**config.mk**
```make
export PLATFORM = sky130hd
export DESIGN_NAME = pwr_seq_ctrl
export DESIGN_NICKNAME = d
export VERILOG_FILES = /design/src/rtl/pwr_seq_pkg.sv /design/src/rtl/pwr_pg_hyst.sv /design/src/rtl/pwr_rail_gate.sv /design/src/rtl/pwr_rail_fsm.sv /design/src/rtl/pwr_seq_ctrl.sv
export SDC_FILE = /design/constraint.sdc
export NUM_CORES = 1
export LEC_CHECK = 0
export ABC_CLOCK_PERIOD_IN_PS = 3900
export BUFFER_PORTS_ARGS = -buffer_cell sky130_fd_sc_hd__clkbuf_2
export CAP_MARGIN = 20
export CELL_PAD_IN_SITES_DETAIL_PLACEMENT = 1
export CELL_PAD_IN_SITES_GLOBAL_PLACEMENT = 2
export CORE_AREA = 3 3 376 378
export CTS_CLUSTER_SIZE = 14
export DETAILED_ROUTE_END_ITERATION = 8
export DIE_AREA = 0 0 379 381
export PLACE_DENSITY = 0.63
export SLEW_MARGIN = 20
export SYNTH_ARGS = -nofsm -noshare
export SYNTH_HDL_FRONTEND = slang
export SYNTH_SLANG_ARGS = --single-unit
```
**constraint.sdc**
```tcl
create_clock -name clk -period 3.9 [get_ports clk]
set_input_delay 0.195 -clock clk [delete_from_list [all_inputs] [get_ports clk]]
set_output_delay 0.195 -clock clk [all_outputs]
set_load 0.02 [all_outputs]
```
**src/rtl/pwr_seq_pkg.sv**
```systemverilog
package pwr_seq_pkg;
   localparam int ST_W = 3;

   typedef enum logic [ST_W-1:0] {
      ST_OFF          = 3'd0,
      ST_WAIT_DEP_ON  = 3'd1,
      ST_DELAY_ON     = 3'd2,
      ST_RAMP_ON      = 3'd3,
      ST_ON           = 3'd4,
      ST_WAIT_DEP_OFF = 3'd5,
      ST_DELAY_OFF    = 3'd6,
      ST_FAULT        = 3'd7
   } rail_st_e;
endpackage

```
**src/rtl/pwr_pg_hyst.sv**
```systemverilog
module pwr_pg_hyst (
   input  logic clk,
   input  logic rst_n,
   input  logic above_on,
   input  logic below_off,
   output logic good
);
   always_ff @(posedge clk) begin
      if (!rst_n)         good <= 1'b0;
      else if (above_on)  good <= 1'b1;
      else if (below_off) good <= 1'b0;
   end

   p_good_sets_r6: assert property (@(posedge clk) disable iff (!rst_n)
      above_on |=> good);
   p_good_holds_r6: assert property (@(posedge clk) disable iff (!rst_n)
      (!above_on && !below_off) |=> $stable(good));
endmodule

```
**src/rtl/pwr_rail_gate.sv**
```systemverilog
module pwr_rail_gate #(
   parameter int N      = 10,
   parameter int IDX    = 0,
   parameter int GPI_W  = 4,
   parameter int GSEL_W = 2
) (
   input  logic [N-1:0]      all_good,
   input  logic [N-1:0]      on_mask,
   input  logic [N-1:0]      off_mask,
   input  logic [N-1:0]      master_col,
   input  logic [N-1:0]      flt_new,
   input  logic              src_cmd,
   input  logic              src_pin,
   input  logic              auto_en,
   input  logic              gpi_en,
   input  logic              gpi_lvl,
   input  logic [GSEL_W-1:0] gpi_sel,
   input  logic [GPI_W-1:0]  gpi,
   input  logic              soft_cmd,
   input  logic              ctrl_pin,
   output logic              cmd_ok,
   output logic              dep_on_ok,
   output logic              dep_off_ok,
   output logic              shut_req
);
   localparam logic [N-1:0] SELF  = N'(1) << IDX;
   localparam logic [N-1:0] OTHER = ~SELF;

   logic gpi_bit;
   logic src_ok;

   generate
      if (GPI_W == 1) begin : g_one_gpi
         assign gpi_bit = gpi[0] ^ (|gpi_sel & 1'b0);
      end else begin : g_sel_gpi
         assign gpi_bit = gpi[gpi_sel];
      end
   endgenerate

   assign src_ok     = auto_en | ((~src_cmd | soft_cmd) & (~src_pin | ctrl_pin));
   assign cmd_ok     = src_ok & (~gpi_en | (gpi_bit == gpi_lvl));
   assign dep_on_ok  = &(all_good | ~(on_mask & OTHER));
   assign dep_off_ok = &(~all_good | ~(off_mask & OTHER));
   assign shut_req   = |(flt_new & master_col & OTHER);
endmodule

```
**src/rtl/pwr_rail_fsm.sv**
```systemverilog
module pwr_rail_fsm
   import pwr_seq_pkg::*;
#(
   parameter int DLY_W = 12
) (
   input  logic             clk,
   input  logic             rst_n,
   input  logic             tick,
   input  logic             cmd_ok,
   input  logic             dep_on_ok,
   input  logic             dep_off_ok,
   input  logic             shut_req,
   input  logic             v_good,
   input  logic             mon_only,
   input  logic             has_vmon,
   input  logic             imm_off,
   input  logic [DLY_W-1:0] ton_dly,
   input  logic [DLY_W-1:0] ton_max,
   input  logic [DLY_W-1:0] toff_dly,
   input  logic [DLY_W-1:0] toff_warn,
   output rail_st_e         state,
   output logic             en,
   output logic             good,
   output logic             fault,
   output logic             flt_new
);
   localparam logic [DLY_W-1:0] CNT_TOP = '1;

   rail_st_e         st_n;
   logic [DLY_W-1:0] cnt, cnt_n, cnt_inc;
   logic             blocked, blocked_n;
   logic             good_nv, good_nv_n;
   rail_st_e         drop_st;

   assign cnt_inc = (tick && cnt != CNT_TOP) ? cnt + 1'b1 : cnt;
   assign drop_st = imm_off ? ST_OFF : ST_DELAY_OFF;

   always_comb begin
      st_n  = state;
      cnt_n = cnt_inc;
      unique case (state)
         ST_OFF: begin
            if (!mon_only && cmd_ok && !blocked) st_n = ST_WAIT_DEP_ON;
         end
         ST_WAIT_DEP_ON: begin
            if (shut_req || !cmd_ok) begin
               st_n = ST_OFF; cnt_n = '0;
            end else if (dep_on_ok) begin
               st_n = ST_DELAY_ON; cnt_n = '0;
            end
         end
         ST_DELAY_ON: begin
            if (shut_req || !cmd_ok) begin
               st_n = ST_OFF; cnt_n = '0;
            end else if (cnt >= ton_dly) begin
               st_n = ST_RAMP_ON; cnt_n = '0;
            end
         end
         ST_RAMP_ON: begin
            if (shut_req) begin
               st_n = drop_st; cnt_n = '0;
            end else if (!cmd_ok) begin
               st_n = ST_WAIT_DEP_OFF;
            end else if (has_vmon) begin
               if (v_good) st_n = ST_ON;
               else if (ton_max != '0 && cnt >= ton_max) begin
                  st_n = ST_FAULT; cnt_n = '0;
               end
            end else if (cnt >= ton_max) begin
               st_n = ST_ON;
            end
         end
         ST_ON: begin
            if (shut_req) begin
               st_n = drop_st; cnt_n = '0;
            end else if (!cmd_ok) begin
               st_n = ST_WAIT_DEP_OFF;
            end
         end
         ST_WAIT_DEP_OFF: begin
            if (shut_req) begin
               st_n = drop_st; cnt_n = '0;
            end else if (dep_off_ok) begin
               st_n = ST_DELAY_OFF; cnt_n = '0;
            end
         end
         ST_DELAY_OFF: begin
            if ((shut_req && imm_off) || cnt >= toff_dly) begin
               st_n = ST_OFF; cnt_n = '0;
            end
         end
         ST_FAULT: begin
            if (!cmd_ok) begin
               st_n = ST_OFF; cnt_n = '0;
            end
         end
         default: begin
            st_n = ST_OFF; cnt_n = '0;
         end
      endcase
   end

   always_comb begin
      if (!cmd_ok)                          blocked_n = 1'b0;
      else if (shut_req || st_n == ST_FAULT) blocked_n = 1'b1;
      else                                  blocked_n = blocked;
   end

   always_comb begin
      if (st_n == ST_ON) good_nv_n = 1'b1;
      else if ((state == ST_OFF || state == ST_FAULT) && cnt >= toff_warn) good_nv_n = 1'b0;
      else good_nv_n = good_nv;
   end

   always_ff @(posedge clk) begin
      if (!rst_n) begin
         state   <= ST_OFF;
         cnt     <= '0;
         blocked <= 1'b0;
         good_nv <= 1'b0;
         flt_new <= 1'b0;
      end else begin
         state   <= st_n;
         cnt     <= cnt_n;
         blocked <= blocked_n;
         good_nv <= good_nv_n;
         flt_new <= (st_n == ST_FAULT) && (state != ST_FAULT);
      end
   end

   assign en    = (state == ST_RAMP_ON) || (state == ST_ON) ||
                  (state == ST_WAIT_DEP_OFF) || (state == ST_DELAY_OFF);
   assign fault = (state == ST_FAULT);
   assign good  = has_vmon ? v_good : good_nv;

   p_mon_only_idle_r12: assert property (@(posedge clk) disable iff (!rst_n)
      (mon_only && state == ST_OFF) |=> (state == ST_OFF && !en));
   p_imm_drop_r10: assert property (@(posedge clk) disable iff (!rst_n)
      (shut_req && imm_off && en) |=> !en);
   p_fault_from_ramp_r5: assert property (@(posedge clk) disable iff (!rst_n)
      $rose(fault) |-> $past(state) == ST_RAMP_ON);
   p_en_after_delay_r4: assert property (@(posedge clk) disable iff (!rst_n)
      $rose(en) |-> $past(state) == ST_DELAY_ON);
   p_wait_parents_r3: assert property (@(posedge clk) disable iff (!rst_n)
      (state == ST_WAIT_DEP_ON && !dep_on_ok && cmd_ok && !shut_req) |=> state == ST_WAIT_DEP_ON);
endmodule

```
**src/rtl/pwr_seq_ctrl.sv**
```systemverilog
module pwr_seq_ctrl
   import pwr_seq_pkg::*;
#(
   parameter int NUM_RAILS = 10,
   parameter int DLY_W     = 12,
   parameter int GPI_W     = 4,
   localparam int GSEL_W   = (GPI_W > 1) ? $clog2(GPI_W) : 1
) (
   input  logic                           clk,
   input  logic                           rst_n,
   input  logic                           ms_tick,
   input  logic                           ctrl_pin,
   input  logic                           soft_cmd,
   input  logic [GPI_W-1:0]               gpi,
   input  logic [NUM_RAILS-1:0]           v_above_on,
   input  logic [NUM_RAILS-1:0]           v_below_off,
   input  logic [NUM_RAILS-1:0]           cfg_src_cmd,
   input  logic [NUM_RAILS-1:0]           cfg_src_pin,
   input  logic [NUM_RAILS-1:0]           cfg_auto,
   input  logic [NUM_RAILS-1:0]           cfg_gpi_en,
   input  logic [NUM_RAILS-1:0]           cfg_gpi_lvl,
   input  logic [NUM_RAILS*GSEL_W-1:0]    cfg_gpi_sel,
   input  logic [NUM_RAILS*NUM_RAILS-1:0] cfg_on_mask,
   input  logic [NUM_RAILS*NUM_RAILS-1:0] cfg_off_mask,
   input  logic [NUM_RAILS*NUM_RAILS-1:0] cfg_slave_mask,
   input  logic [NUM_RAILS-1:0]           cfg_mon_only,
   input  logic [NUM_RAILS-1:0]           cfg_has_vmon,
   input  logic [NUM_RAILS-1:0]           cfg_imm_off,
   input  logic [NUM_RAILS*DLY_W-1:0]     cfg_ton_dly,
   input  logic [NUM_RAILS*DLY_W-1:0]     cfg_ton_max,
   input  logic [NUM_RAILS*DLY_W-1:0]     cfg_toff_dly,
   input  logic [NUM_RAILS*DLY_W-1:0]     cfg_toff_warn,
   output logic [NUM_RAILS-1:0]           rail_en,
   output logic [NUM_RAILS-1:0]           rail_good,
   output logic [NUM_RAILS-1:0]           rail_fault,
   output logic [NUM_RAILS*ST_W-1:0]      rail_state
);
   initial begin
      assert (NUM_RAILS >= 1 && NUM_RAILS <= 10)
         else $error("NUM_RAILS must be 1..10");
      assert (DLY_W >= 12) else $error("DLY_W must hold 3276 ms");
      assert (GPI_W >= 1) else $error("GPI_W must be at least 1");
   end

   logic [NUM_RAILS-1:0] flt_new;

   genvar gi, gk;
   generate
      for (gi = 0; gi < NUM_RAILS; gi++) begin : g_rail
         logic [NUM_RAILS-1:0] master_col;
         logic     cmd_ok, dep_on_ok, dep_off_ok, shut_req, v_good;
         rail_st_e st;

         for (gk = 0; gk < NUM_RAILS; gk++) begin : g_col
            assign master_col[gk] = cfg_slave_mask[gk*NUM_RAILS + gi];
         end

         pwr_rail_gate #(
            .N(NUM_RAILS), .IDX(gi), .GPI_W(GPI_W), .GSEL_W(GSEL_W)
         ) u_gate (
            .all_good   (rail_good),
            .on_mask    (cfg_on_mask[gi*NUM_RAILS +: NUM_RAILS]),
            .off_mask   (cfg_off_mask[gi*NUM_RAILS +: NUM_RAILS]),
            .master_col (master_col),
            .flt_new    (flt_new),
            .src_cmd    (cfg_src_cmd[gi]),
            .src_pin    (cfg_src_pin[gi]),
            .auto_en    (cfg_auto[gi]),
            .gpi_en     (cfg_gpi_en[gi]),
            .gpi_lvl    (cfg_gpi_lvl[gi]),
            .gpi_sel    (cfg_gpi_sel[gi*GSEL_W +: GSEL_W]),
            .gpi        (gpi),
            .soft_cmd   (soft_cmd),
            .ctrl_pin   (ctrl_pin),
            .cmd_ok     (cmd_ok),
            .dep_on_ok  (dep_on_ok),
            .dep_off_ok (dep_off_ok),
            .shut_req   (shut_req)
         );

         pwr_pg_hyst u_hyst (
            .clk       (clk),
            .rst_n     (rst_n),
            .above_on  (v_above_on[gi]),
            .below_off (v_below_off[gi]),
            .good      (v_good)
         );

         pwr_rail_fsm #(.DLY_W(DLY_W)) u_fsm (
            .clk        (clk),
            .rst_n      (rst_n),
            .tick       (ms_tick),
            .cmd_ok     (cmd_ok),
            .dep_on_ok  (dep_on_ok),
            .dep_off_ok (dep_off_ok),
            .shut_req   (shut_req),
            .v_good     (v_good),
            .mon_only   (cfg_mon_only[gi]),
            .has_vmon   (cfg_has_vmon[gi]),
            .imm_off    (cfg_imm_off[gi]),
            .ton_dly    (cfg_ton_dly[gi*DLY_W +: DLY_W]),
            .ton_max    (cfg_ton_max[gi*DLY_W +: DLY_W]),
            .toff_dly   (cfg_toff_dly[gi*DLY_W +: DLY_W]),
            .toff_warn  (cfg_toff_warn[gi*DLY_W +: DLY_W]),
            .state      (st),
            .en         (rail_en[gi]),
            .good       (rail_good[gi]),
            .fault      (rail_fault[gi]),
            .flt_new    (flt_new[gi])
         );

         assign rail_state[gi*ST_W +: ST_W] = st;
      end
   endgenerate

   p_reset_quiet_r1: assert property (@(posedge clk)
      !rst_n |=> (rail_en == '0 && rail_fault == '0));
endmodule

```
# Yosys cells after proc, flatten, opt, wreduce, memory -nomap -nowiden
# Cells that the tools add are included.
# totals
input_bits	909
ff_bits	190
output_inout_bits	60
elab_cells	1051
# op_classes
n_eq_ne	120
muxes	420
n_addsub	10
bitwise	141
n_lt_le_gt_ge	50
reduce_logical	250
# op_table
op	count
two-way mux 12 bit	150
one-hot mux 12 bit (7 select lines)	10
two-way mux 3 bit	180
greater-or-equal comparator 12 bit	40
one-hot mux 3 bit (8 select lines)	10
OR 10 bit	20
AND reduction 10 bit	20
NOT 10 bit	19
equality test 3 bit, second input constant	60
adder 12 x 1 -> 12 bit, second input constant	10
!= test 12 bit, second input constant	10
nonzero test 12 bit	10
bitwise AND 10 bit	9
OR reduction 9 bit	10
logical AND 1 bit	70
logical OR 1 bit	70
equality test 3 x 2 -> 1 bit, second input constant	20
two-way mux 1 bit	60
OR 1 bit	40
nonzero test 2 bit	20
equality test 3 x 1 -> 1 bit, second input constant	10
zero test 1 bit	30
zero test 3 bit	10
less-than comparator 2 x 3 -> 1 bit, second input constant	10
8 further kinds	93

# Depth between registers and ports, before layout
# Gate-level depths: netlist of run 1.
# depth
ltp_word	11
mapped_depth	11
depth_no_buf	11

# By module
# A second synthesis of run 1 with hierarchy kept.
# unflattened
cells_unflattened	3235
area_unflattened_um2	25022.7
# modules_own_cells
mod	area_per_inst_um2	seq_area_each_um2	instances	cells_per_inst
pwr_rail_fsm at g_rail[0].u_fsm ...	2258.4	360.3	5	290
pwr_rail_fsm at g_rail[6].u_fsm ...	2244.7	360.3	2	294
pwr_rail_fsm at g_rail[9].u_fsm	2313.5	360.3	1	289
pwr_rail_fsm at g_rail[8].u_fsm	2240.9	360.3	1	293
pwr_rail_fsm at g_rail[2].u_fsm	2222.1	360.3	1	295
pwr_rail_gate	205.2	0.0	10	29
pwr_pg_hyst	41.3	20.0	10	3

# Worst setup path after synthesis of run 1
# Ideal clock, no wire load.
# synth_timing
path_kind	register to register
from	reg g_rail[7].u_fsm.cnt[9]
to	reg g_rail[7].u_fsm.blocked
t_arrival_ns	2.598
path_buffers	0
path_slack_ns	1.186
setup_ns	0.116
stages_incl_launch_ff	10
synth_period_minus_slack_ns	2.714
t_required_ns	3.784
cell_sequence	dfxtp_1 -> ha_1 -> and4_1 -> o2111ai_1 -> or4b_2 -> nand3_1 -> mux2_2 -> o31ai_1 -> nand3_1 -> a31o_2
# synth_via
elab_chain_cells	10
word_cells_on_any_way	17
cone_classes	order compare (3); eq/ne (1); mux (10); reduce/logical (3)
# synth_lines
item	line_no	rtl
from (decl)	pwr_rail_fsm.sv:30	logic [DLY_W-1:0] cnt, cnt_n, cnt_inc;
from (signal assigned)	pwr_rail_fsm.sv:124	cnt <= cnt_n;
greater-or-equal comparator 12 bit	pwr_rail_fsm.sv:66, pwr_rail_fsm.sv:69	
logical AND 1 bit	pwr_rail_fsm.sv:66	else if (ton_max != '0 && cnt >= ton_max) begin
two-way mux 3 bit	pwr_rail_fsm.sv:66	
two-way mux 3 bit	pwr_rail_fsm.sv:65	if (v_good) st_n = ST_ON;
two-way mux 3 bit	pwr_rail_fsm.sv:64	end else if (has_vmon) begin
two-way mux 3 bit	pwr_rail_fsm.sv:62	end else if (!cmd_ok) begin
two-way mux 3 bit	pwr_rail_fsm.sv:60	if (shut_req) begin
one-hot mux 3 bit (8 select lines) (*)	pwr_rail_fsm.sv:41	unique case (state)
equality test 3 bit (*)	pwr_rail_fsm.sv:105	else if (shut_req || st_n == ST_FAULT) blocked_n = 1'b1;
logical OR 1 bit (*)	pwr_rail_fsm.sv:105	
to (signal assigned)	pwr_rail_fsm.sv:125	blocked <= blocked_n;
to (decl)	pwr_rail_fsm.sv:31	logic blocked, blocked_n;
# Every way passes the cells marked *; elsewhere a longest branch is shown, timed or not.
# A chain may end at the register's enable or synchronous reset.

# Worst setup path in the final report of run 1
# layout_timing
from	reg g_rail[9].u_fsm.flt_new
to	reg g_rail[8].u_fsm.blocked
# layout_via
elab_chain_cells	8
word_cells_on_any_way	14
cone_classes	eq/ne (1); mux (7); bitwise (1); reduce/logical (5)
# layout_lines
item	line_no	rtl
from (decl)	pwr_rail_fsm.sv:25	output logic flt_new
from (signal assigned)	pwr_rail_fsm.sv:127	flt_new <= (st_n == ST_FAULT) && (state != ST_FAULT);
bitwise AND 10 bit (*)	pwr_rail_gate.sv:44	assign shut_req = |(flt_new & master_col & OTHER);
OR reduction 9 bit (*)	pwr_rail_gate.sv:44	
logical AND 1 bit	pwr_rail_fsm.sv:88	if ((shut_req && imm_off) || cnt >= toff_dly) begin
logical OR 1 bit	pwr_rail_fsm.sv:88	
two-way mux 3 bit	pwr_rail_fsm.sv:88	
one-hot mux 3 bit (8 select lines)	pwr_rail_fsm.sv:41	
equality test 3 bit	pwr_rail_fsm.sv:105	
logical OR 1 bit (*)	pwr_rail_fsm.sv:105	
to (signal assigned)	pwr_rail_fsm.sv:125	
to (decl)	pwr_rail_fsm.sv:31	
# Marks and branches as above.

==> flow_summary_export.csv, run 1 <==
group,metric,value,unit
setup_path,crit_path_max_fanout,7,
floorplan,core_area,137800,sq um
placement,place.gp.congestion,0.8633,
placement,placed_cell_area,31670,sq um
sta,maxSlewHeadroom,30.76,%
detailed_routing,ant_nets,0,
power_and_ir_drop,power,6.015,mW
logic_synthesis,yosys_warnings,0,
clock_network,cts_tree,"built",
floorplan,fp-row-count,136,
logic_synthesis,seq_area_frac_synth,15.48,%
setup_path,r2r.worst_path.cells,8,
detailed_routing,drtPass1Iterations,8,
floorplan,dieArea,144400,sq um
cells_and_area,fin_nets,5597,
logic_synthesis,avgSynthCellArea,7.586,sq um
sta,holdWs,0.1474,ns
power_and_ir_drop,p_per_area,184.9,nW/um^2
clock_network,path_clk_slew,0.09,ns
cells_and_area,fin_util,23.60,%
clock_network,cts_sinks,190,
global_route,gr-total-overflow,0,
detailed_routing,wl_per_cell,25.64,um
logic_synthesis,synth_top_family_by_area,"adder cells",
floorplan,initial_core_util,17.83,%
sta,hold_viol,0,
sta,finalSetupTns,0,ns
logic_synthesis,syn-cell-area,24580,sq um
hold_path,min-delay-start,"cfg_imm_off[0]",
logic_synthesis,synth-adder-area-share,24.95,%
logic_synthesis,yosysTopAreaCellShare,24.95,%
logic_synthesis,ys_dominant_reg_cell,"dfxtp_1",
cells_and_area,final_area,32530,sq um
logic_synthesis,synth_top_cell_by_area,"ha_1",
sta,fin_crit,3.449,ns
logic_synthesis,synthMuxAreaShare,1.980,%
global_route,grt_antenna_before_repair,52,
detailed_routing,vias_per_cell,4.715,
setup_path,endpoint_kind,"flop",
placement,numPortBuffers,938,
setup_path,slowest_delay,0.61,ns
detailed_routing,vias,28439,
hold_path,hold_path_class,"in -> reg",
run_status,status,"finished clean",
floorplan,die_w,379,um
logic_synthesis,async_flop_share,0,%
logic_synthesis,synth_simple_gate_area_share,21.05,%
hold_path,hold_depth,4,
setup_path,r2r_start,"g_rail[9].u_fsm.flt_new",
detailed_routing,wl,154700,um
sta,rsz0062_at_grt,"no",
clock_network,clk_latency,0.51,ns
power_and_ir_drop,p_leak,17.55,nW
global_route,first_global_vias,29354,
hold_path,hold_end,"g_rail[0].u_fsm.state[2]",
setup_path,crit_required,4.34,ns
logic_synthesis,synthTopCellsByArea,"ha_1 25%, dfxtp_1 15%, inv_1 7.7%",
setup_path,critPathKind,"reg -> reg",
clock_network,cts_buffer_depth,2,
detailed_routing,first_iter_violations,1421,
setup_path,crit_chain,"a222oi_1 -> nand4_1 -> nor4b_2 -> or4b_1 -> o211ai_2 -> nor4b_1 -> nor4_2 -> o21bai_1",
global_route,grt_pass1_wl,211800,um
power_and_ir_drop,ir_drop,290.5,uV
setup_path,crit_arrival,3.89,ns
logic_synthesis,synth-edff-count,0,
sta,period_share,88.43,%
job,cap_violations,0,
floorplan,fp.dieH,381,um
global_route,grt_max_degree,28,
setup_path,reg2reg_setup_slack,0.45,ns
sta,finalSetupViolCount,0,
clock_network,ctsRootBufferMaster,"clkbuf_16",
logic_synthesis,synth-compound-area-share,22.42,%
placement,hpwl,135300,um
cells_and_area,syn_to_final_growth,32.36,%
sta,tightest_slew,1.030,ns
global_route,grt_usage,20.63,%
setup_path,slowest_stage,"dfxtp_1",
setup_path,cp-start-kind,"flop",
detailed_routing,drc,0,
logic_synthesis,ys_types,102,
sta,finClkSkew,0.02075,ns
clock_network,cts_max_level,4,
logic_synthesis,syn_inst,3240,
sta,max_freq,290.0,MHz
logic_synthesis,synth_nets,4639,
cells_and_area,drive_above_1_share,26.88,%
logic_synthesis,synth_xor_area_share,4.134,%
clock_network,numCtsBuffers,17,
setup_path,worstReg2RegEnd,"g_rail[8].u_fsm.blocked",
logic_synthesis,ys_ff_latch,190,
sta,maxSlewViolCount,0,
floorplan,ios,969,
metal layers:
metal,GRT usage [%],wire (um),vias up
li1,-,-,13657
met1,24.52,64300,13793
met2,37.18,77550,830
met3,4.079,8657,145
met4,5.836,4057,14
met5,0,103,-
power by group:
part	total, mW	switching [mW]	internal (mW)
sequential	2.08	0.101	1.98
clock	1.94	0.970	0.968
combinational	2.00	1.15	0.851
total	6.01	2.22	3.80
registers in the layout, indices dropped and copies added, names as in the netlist:
name                  cells
g_rail.u_fsm.blocked     10
g_rail.u_fsm.cnt        120
g_rail.u_fsm.flt_new     10
g_rail.u_fsm.good_nv     10
g_rail.u_fsm.state       30
g_rail.u_hyst.good       10
cell usage after synthesis (all sizes together) (8+ instances only):
master,n
o31a,11
nor4,53
or3,11
a221oi,17
nor2,254
nand2b,56
o211ai,26
o22ai,10
o21a,21
and3,46
o2111ai,23
xor2,65
nand2,239
nor2b,21
a21oi,147
nand3,101
and2,14
nand4,81
a21o,79
o21ai,113
o31ai,21
or2,13
and4,17
or4,8
a211o,10
dfxtp,190
mux4,10
a211oi,35
a22oi,110
buf,48
inv,512
a2111oi,24
xnor2,51
nor3b,12
mux2i,17
a222oi,13
ha,490
a31oi,23
clkbuf,52
a221o,8
nor3,71
metrics by stage:
stage | worst slack [ns] | cells
detailed placement | 0.4861 | 5952
CTS | 0.4779 | 6005
floorplan | 1.186 | 3240
global route | 0.2672 | 6016
finish | 0.4512 | 6032
global placement | 0.4739 | 5952
kinds of logic after synthesis:
family / count (synthesis)
multiplexers: 30
AND/OR/NAND/NOR: 1024
adder cells (fa/ha/maj): 490
flip-flops: 190
XOR/XNOR: 116
AO/OA/AOI/OAI: 778
buffers and inverters: 612
how the worst max path moves through the flow:
stage                     slack (ns)                       to  cells after the start                    start
after floorplan                 1.19  g_rail[7].u_fsm.blocked                      9   g_rail[7].u_fsm.cnt[9]
after global placement          0.47   g_rail[0].u_fsm.cnt[6]                      9                   gpi[1]
after detailed placement        0.49   g_rail[0].u_fsm.cnt[6]                      9                   gpi[1]
after CTS                       0.48   g_rail[6].u_fsm.cnt[0]                      8  g_rail[5].u_fsm.flt_new
after global routing            0.27   g_rail[6].u_fsm.cnt[0]                      8  g_rail[5].u_fsm.flt_new
final                           0.45  g_rail[8].u_fsm.blocked                      8  g_rail[9].u_fsm.flt_new
worst max-delay path, delay by kind of cell, from the launching register on:
kind               cells  cell delay [ns]
and+or+nand+nor        5             1.94
AOI/OAI and AO/OA      3             0.80
DFF                    1             0.61
repair_timing:
item | in CTS | in global routing
gates resized for setup | 0 | 0
buffers inserted | 0 | 0
hold buffers | 21 | 0
hold endpoints to repair | 12 | 0
final cells by class:
type | instances | area (sq um)
clock inverters | 12 | 133.9
inverters | 512 | 1923
well taps | 1794 | 2245
flip-flops and latches | 190 | 3806
clock buffers | 20 | 446.7
repair buffers | 1039 | 5508
fillers | 16978 | 105300
diodes | 27 | 67.56
multi-input cells | 2438 | 18400
cells in the final DEF (no fill, tap or decap), types with 11 or more instances in the layout:
master / synthesis / layout
o211ai_1: 25 / 25
nand4_1: 81 / 81
nor2b_1: 21 / 21
a211oi_1: 35 / 35
nand3_1: 101 / 101
nor4_1: 52 / 52
nor2_1: 244 / 244
o2111ai_1: 22 / 22
o31ai_1: 20 / 20
clkbuf_2: 0 / 937
and3_1: 46 / 46
a21oi_1: 147 / 147
dfxtp_1: 190 / 188
a31oi_1: 23 / 23
a21o_1: 79 / 79
o21a_1: 21 / 21
or3_1: 11 / 11
a2111oi_0: 23 / 23
xor2_1: 65 / 65
nor3_1: 63 / 63
and2_1: 13 / 13
o21ai_0: 109 / 109
and4_1: 17 / 17
clkbuf_16: 0 / 17
dlygate4sd3_1: 0 / 21
or2_2: 11 / 11
diode_2: 0 / 27
ha_1: 490 / 490
inv_1: 502 / 501
nor3b_1: 12 / 12
a22oi_1: 110 / 110
a222oi_1: 13 / 13
nand2b_1: 56 / 56
nand2_1: 238 / 238
o31a_1: 11 / 11
xnor2_1: 51 / 51
a221oi_1: 16 / 16
buf_4: 31 / 81
Note: power is estimated with default switching activity, not from simulation.
==> inputs of run 2 (changes only) <==
--- a/config.mk
+++ b/config.mk
@@ -10,12 +10,13 @@
 export CAP_MARGIN = 20
 export CELL_PAD_IN_SITES_DETAIL_PLACEMENT = 1
 export CELL_PAD_IN_SITES_GLOBAL_PLACEMENT = 2
-export CORE_AREA = 3 3 376 378
+export CORE_AREA = 2 2 382 384
 export CTS_CLUSTER_SIZE = 14
 export DETAILED_ROUTE_END_ITERATION = 8
-export DIE_AREA = 0 0 379 381
-export PLACE_DENSITY = 0.63
+export DIE_AREA = 0 0 384 386
+export PLACE_DENSITY = 0.61
 export SLEW_MARGIN = 20
 export SYNTH_ARGS = -nofsm -noshare
 export SYNTH_HDL_FRONTEND = slang
+export SYNTH_HIERARCHICAL = 1
 export SYNTH_SLANG_ARGS = --single-unit
==> run 2 against run 1 <==
Worst setup slack worse by 0.22 ns; synthesized area up 1.8%; final area up 2.3%; via count down 1.4%; sequential power about the same; global-route usage down 1.7 points; combinational power up 2%; clock power down 5%; first-iteration DRC count down 30%; power down 1.2%; fmax down 5.9%; sequential cell count unchanged; critical endpoint is now g_rail[4].u_fsm/flt_new; largest power group unchanged.
==> flow_summary_export.csv, run 2 <==
group,metric,value,unit
setup_path,crit_path_max_fanout,8,
sta,tightest_slew,1.015,ns
global_route,grt_max_degree,30,
floorplan,core_area,144500,sq um
setup_path,crit_arrival,4.03,ns
logic_synthesis,syn-cell-area,25020,sq um
cells_and_area,regMostFlops,"g_rail.u_fsm/cnt",
placement,placed_cell_area,32480,sq um
cells_and_area,layout.cells.non_filler,6203,
floorplan,initial_core_util,17.32,%
detailed_routing,first_iter_violations,1000,
power_and_ir_drop,ir_drop,264.1,uV
logic_synthesis,synthTopCellsByCount,"531 x inv_1, 490 x ha_1, 272 x nor2_1",
sta,finClkSkew,0.02264,ns
power_and_ir_drop,combinationalPowerShare,34.2,%
logic_synthesis,ys_types,95,
clock_network,cts_sinks,190,
floorplan,ios,969,
logic_synthesis,synthTopCellsByArea,"ha_1 25%, dfxtp_1 15%, inv_1 8.0%",
detailed_routing,wl,144900,um
global_route,grt_usage,18.91,%
cells_and_area,largest_reg_flops,120,
setup_path,cp-start-kind,"flop",
setup_path,critPathBufInv,1,
sta,rsz0062_at_grt,"no",
floorplan,fp.dieH,386,um
logic_synthesis,avgSynthCellArea,7.735,sq um
run_status,status,"finished clean",
logic_synthesis,seq_area_frac_synth,15.20,%
clock_network,cts_max_level,4,
logic_synthesis,synth_nets,4634,
job,cap_violations,0,
detailed_routing,vias,28051,
power_and_ir_drop,clockPowerShare,31.0,%
logic_synthesis,async_flop_share,0,%
setup_path,reg2reg_setup_slack,0.23,ns
placement,numPortBuffers,938,
detailed_routing,ant_nets,0,
placement,place.gp.congestion,0.8864,
floorplan,fp-row-count,140,
power_and_ir_drop,p_switching,2.205,mW
detailed_routing,wl_per_cell,23.37,um
logic_synthesis,ys_dominant_reg_cell,"dfxtp_1",
placement,dp_cells,6138,
logic_synthesis,yosys_warnings,6,
cells_and_area,layout_common_cells,"937 x clkbuf_2, 531 x inv_1, 490 x ha_1",
setup_path,crit_required,4.27,ns
cells_and_area,final_area,33290,sq um
global_route,grt_antenna_before_repair,49,
clock_network,path_clk_slew,0.09,ns
cells_and_area,fin_nets,5662,
sta,finalSetupViolCount,0,
setup_path,slowest_stage,"or3b_4",
sta,maxSlewHeadroom,31.88,%
power_and_ir_drop,p_leak,17.87,nW
cells_and_area,syn_to_final_growth,33.03,%
floorplan,dieArea,148200,sq um
setup_path,cp_top_family,"simple AND/OR/NAND/NOR gates",
clock_network,ctsRootBufferMaster,"clkbuf_16",
cells_and_area,final_common_cell,"clkbuf_2",
global_route,grt_pass1_wl,201300,um
sta,period_share,93.98,%
setup_path,slowest_delay,0.53,ns
global_route,first_global_vias,29403,
cells_and_area,reg_top3,"g_rail.u_fsm/cnt x120, g_rail.u_fsm/state x30",
sta,hold_viol,0,
logic_synthesis,syn_inst,3235,
logic_synthesis,yosysMostFrequentCell,"inv_1",
cells_and_area,drive_above_1_share,28.65,%
global_route,gr-total-overflow,0,
setup_path,endpoint_kind,"flop",
placement,hpwl,127000,um
clock_network,numCtsBuffers,17,
logic_synthesis,synth-edff-count,0,
power_and_ir_drop,pwr-share-seq,34.8,%
clock_network,clk_latency,0.53,ns
clock_network,cts_tree,"built",
sta,finalSetupTns,0,ns
cells_and_area,nFillCells,17823,
detailed_routing,drtPass1Iterations,5,
detailed_routing,vias_per_cell,4.522,
power_and_ir_drop,p_per_area,178.6,nW/um^2
detailed_routing,drc,0,
logic_synthesis,synth_top_cell_by_area,"ha_1",
setup_path,critPathKind,"reg -> reg",
power_and_ir_drop,swShare,37.09,%
setup_path,crit_chain,"buf_4 -> a22o_1 -> a221oi_2 -> nand3_1 -> or3b_4 -> nor2_2 -> nand2_1 -> nor3_1 -> o32a_1 -> a21oi_2 -> nor4b_2",
sta,max_freq,272.8,MHz
sta,maxSlewViolCount,0,
hold_path,hold_path_class,"in -> reg",
clock_network,cts_buffer_depth,2,
logic_synthesis,ys_ff_latch,190,
floorplan,die_w,384,um
sta,fin_crit,3.665,ns
power_and_ir_drop,intPower,3.740,mW
sta,holdWs,0.1676,ns
logic_synthesis,yosysTopAreaCellShare,24.50,%
-- run 2: stage by stage --
step | power, mW | setup WS [ns] | util, %
2_1_floorplan | 3.075 | 0.3548 | -
3_3_place_gp | 4.126 | -0.006708 | 22.47
3_5_place_dp | 4.160 | 0.09832 | 22.47
4_1_cts | 6.095 | 0.05373 | 23.00
5_1_grt | 6.354 | 0.02603 | 23.03
6_report | 5.945 | 0.2347 | 23.03
-- run 2: path summary, 6_finish.rpt --
| path | start | endpoint | depth (start not counted) |
|---|---|---|---|
| setup reg to reg | g_rail[5].u_fsm/flt_new | g_rail[4].u_fsm/flt_new | 11 |
| hold / removal | cfg_imm_off[0] | g_rail[0].u_fsm/state[2] | 4 |
| hold reg to reg | g_rail[8].u_fsm/good_nv | g_rail[8].u_fsm/good_nv | 2 |
| setup / recovery | g_rail[5].u_fsm/flt_new | g_rail[4].u_fsm/flt_new | 11 |
-- run 2: cells by family (layout without fill, tap and decap cells) --
group / count (synthesis) / after routing / synth area share [%]
compound gates: 741 / 741 / 21.06
xor+xnor: 129 / 129 / 4.515
fa+ha+maj: 490 / 490 / 24.50
buf+inv: 580 / 1621 / 9.675
flops: 190 / 190 / 15.20
mux: 35 / 35 / 1.945
other cells: 0 / 10 / 0
simple gates: 1070 / 1070 / 23.10
-- run 2: repair_timing --
| item | 4_1_cts | 5_1_grt |
|---|---|---|
| setup endpoints to repair | 0 | 3 |
| buffers inserted | 0 | 2 |
| hold buffers | 20 | 0 |
| resized for setup | 0 | 1 |
| hold endpoints to repair | 10 | 0 |
-- run 2: power groups by stage --
stage | Sequential (mW) | Clock [mW] | Combinational (mW)
4_1_cts | 2.07 | 1.95 | 2.08
3_5_place_dp | 2.12 | 0 | 2.04
6_report | 2.07 | 1.84 | 2.04
2_1_floorplan | 2.08 | 0 | 0.999
5_1_grt | 2.08 | 2.00 | 2.28
3_3_place_gp | 2.12 | 0 | 2.01
-- run 2: cell type report --
type                       instances  area [sq um]  share of cell area, %
multi-input combinational       2465         18820                  56.54
inverter                         536          2012                  6.044
sequential                       190          3805                  11.43
clock buffer                      18         429.2                  1.289
timing repair buffer            1053          5673                  17.04
clock inverter                    14         125.1                 0.3759
tap                             1917          2399                  7.206
antenna                           10         25.02                0.07518
-- run 2: tightest hold or removal path, stage by stage --
cell and delay (ns):
clkbuf_2 0.09, nand2_1 0.11, o211ai_1 0.12, o22ai_1 0.12
-- run 2: routing by layer --
metal | part of all wire [%] | global-route usage [%]
met1 | 40 | 21.25
met2 | 52 | 35.23
met3 | 5.1 | 3.861
met4 | 2.9 | 6.129
met5 | 0.13 | 0
==> inputs of run 3 (changes only) <==
--- a/config.mk
+++ b/config.mk
@@ -5,16 +5,16 @@
 export SDC_FILE = /design/constraint.sdc
 export NUM_CORES = 1
 export LEC_CHECK = 0
-export ABC_CLOCK_PERIOD_IN_PS = 3900
+export ABC_CLOCK_PERIOD_IN_PS = 4700
 export BUFFER_PORTS_ARGS = -buffer_cell sky130_fd_sc_hd__clkbuf_2
 export CAP_MARGIN = 20
 export CELL_PAD_IN_SITES_DETAIL_PLACEMENT = 1
 export CELL_PAD_IN_SITES_GLOBAL_PLACEMENT = 2
-export CORE_AREA = 2 2 382 384
+export CORE_AREA = 2 2 380 382
 export CTS_CLUSTER_SIZE = 14
 export DETAILED_ROUTE_END_ITERATION = 8
-export DIE_AREA = 0 0 384 386
-export PLACE_DENSITY = 0.61
+export DIE_AREA = 0 0 382 384
+export PLACE_DENSITY = 0.62
 export SLEW_MARGIN = 20
 export SYNTH_ARGS = -nofsm -noshare
 export SYNTH_HDL_FRONTEND = slang
==> constraint.sdc (replaced) <==
create_clock -name clk -period 4.7 [get_ports clk]
set_input_delay 0.235 -clock clk [delete_from_list [all_inputs] [get_ports clk]]
set_output_delay 0.235 -clock clk [all_outputs]
set_load 0.02 [all_outputs]
==> run 3 against run 2 <==
Critical path depth unchanged; power decreased by 17%; sequential power decreased by 17%; combinational power decreased by 19%; register-to-register slack improved by 0.56 ns; global-route usage decreased by 0.096 points; sequential cell count unchanged; first-iteration DRC count increased by 25%; wire length decreased by 1.4%; clock skew increased by 0.0032 ns; non-clock buffer count decreased by 43; final area decreased by 1.1%; critical endpoint is now g_rail[5].u_fsm/blocked.
==> flow_summary_export.csv, run 3 (synthesized netlist as in run 2, its figures left out) <==
group,metric,value,unit
clock_network,path_clk_slew,0.08,ns
global_route,first_global_vias,29322,
cells_and_area,largest_reg_flops,120,
power_and_ir_drop,power,4.951,mW
power_and_ir_drop,ir_drop,215.8,uV
cells_and_area,multi_input_comb_area,18820,sq um
floorplan,fp-row-count,139,
clock_network,cts_max_level,4,
placement,numPortBuffers,938,
clock_network,numCtsBuffers,17,
floorplan,die_w,382,um
setup_path,critPathBufInv,1,
placement,place_ws,0.6355,ns
clock_network,clk_latency,0.52,ns
global_route,grt_antenna_before_repair,42,
detailed_routing,wl,142900,um
cells_and_area,layout.area.seq,3805,sq um
detailed_routing,drc,0,
clock_network,cts_resized,0,
setup_path,endpoint_kind,"flop",
detailed_routing,drtPass1Iterations,7,
global_route,grt_pass1_wl,200900,um
cells_and_area,syn_to_final_growth,31.62,%
sta,maxSlewViolCount,0,
cells_and_area,layout_common_cells,"937 x clkbuf_2, 531 x inv_1, 490 x ha_1",
clock_network,cts_tree,"built",
placement,hpwl,124400,um
sta,finalSetupTns,0,ns
cells_and_area,fin_util,23.07,%
run_status,status,"finished clean",
sta,rsz0062_at_grt,"no",
setup_path,critPathKind,"reg -> reg",
floorplan,ios,969,
detailed_routing,first_iter_violations,1253,
setup_path,cp_top_family,"compound AO/OA/AOI/OAI gates",
power_and_ir_drop,p_leak,17.65,nW
hold_path,hold_path_class,"in -> reg",
sta,max_freq,255.7,MHz
cells_and_area,regMostFlops,"g_rail.u_fsm/cnt",
setup_path,cp-start-kind,"flop",
setup_path,crit_arrival,4.32,ns
detailed_routing,wl_per_cell,23.22,um
detailed_routing,vias_per_cell,4.544,
setup_path,path_depth,11,
floorplan,dieArea,146700,sq um
clock_network,cts_buffer_depth,2,
placement,placed_cell_area,32150,sq um
sta,hold_viol,0,
setup_path,crit_required,5.11,ns
clock_network,ctsRootBufferMaster,"clkbuf_16",
cells_and_area,layout.cells.non_filler,6153,
cells_and_area,drive_above_1_share,28.11,%
floorplan,initial_core_util,17.52,%
sta,finalSetupViolCount,0,
global_route,grt_usage,18.81,%
cells_and_area,nFillCells,17567,
sta,holdWs,0.04983,ns
sta,period_share,83.20,%
sta,fin_crit,3.910,ns
cells_and_area,final_common_cell,"clkbuf_2",
cells_and_area,fin_nets,5619,
setup_path,crit_chain,"mux2_2 -> buf_4 -> o22ai_1 -> nor3_1 -> nand3b_1 -> a211o_2 -> o311ai_1 -> o32a_1 -> a21oi_2 -> nor2_1 -> a22o_1",
detailed_routing,vias,27958,
hold_path,hold_depth,3,
power_and_ir_drop,p_per_area,150.3,nW/um^2
setup_path,r2r.worst_path.cells,11,
sta,maxSlewHeadroom,26.73,%
floorplan,fp.dieH,384,um
setup_path,crit_path_max_fanout,14,
placement,dp_cells,6090,
detailed_routing,ant_nets,0,
global_route,gr-total-overflow,0,
sta,setup_slack,0.7898,ns
setup_path,slowest_delay,0.85,ns
placement,place.gp.congestion,0.8823,
setup_path,slowest_stage,"mux2_2",
floorplan,core_area,142800,sq um
job,cap_violations,0,
clock_network,cts_sinks,190,
global_route,grt_max_degree,35,
sta,tightest_slew,1.092,ns
cells_and_area,final_area,32940,sq um
sta,finClkSkew,0.02584,ns
cells_and_area,reg_top3,"g_rail.u_fsm/cnt x120, g_rail.u_fsm/state x30",
run 3: worst paths after layout:
check / to / startpoint / slack (ns)
min: g_rail[9].u_hyst/good / v_below_off[9] / 0.05
min reg2reg: g_rail[8].u_fsm/good_nv / g_rail[8].u_fsm/good_nv / 0.49
max reg2reg: g_rail[5].u_fsm/blocked / g_rail[7].u_hyst/good / 0.79
max: g_rail[5].u_fsm/blocked / g_rail[7].u_hyst/good / 0.79
run 3: area by class of cell:
type                       instances  share of cell area [%]
antenna                           17                  0.1292
clock buffer                      18                   1.333
clock inverter                    14                  0.4939
inverter                         536                   6.109
multi-input combinational       2465                   57.14
sequential                       190                   11.55
tap                             1903                   7.229
timing repair buffer            1010                   16.01
run 3: what timing repair did:
item                                   in CTS  in global routing
buffers inserted                            0                  0
hold buffers                               14                  0
endpoints found under the hold margin      10                  0
run 3: routing by layer:
layer,vias to the layer above,GRT usage [%],share of wire (%)
li1,13520,-,-
met1,13485,22.33,41
met2,785,34.59,51
met3,144,3.176,5.3
met4,24,5.067,2.8
met5,-,0,0.10
run 3: worst min-delay path, delay by kind of cell:
kind | cells | cell delay (ns)
AO/OA/AOI/OAI | 1 | 0.10
buffers and inverters | 1 | 0.10
AND/OR/NAND/NOR | 1 | 0.09
run 3: power breakdown:
| part | switching, mW | internal, mW | total, mW | leakage, nW |
|---|---|---|---|---|
| clock | 0.841 | 0.731 | 1.57 | 0.295 |
| sequential | 0.0744 | 1.64 | 1.72 | 1.54 |
| combinational | 0.915 | 0.748 | 1.66 | 15.8 |
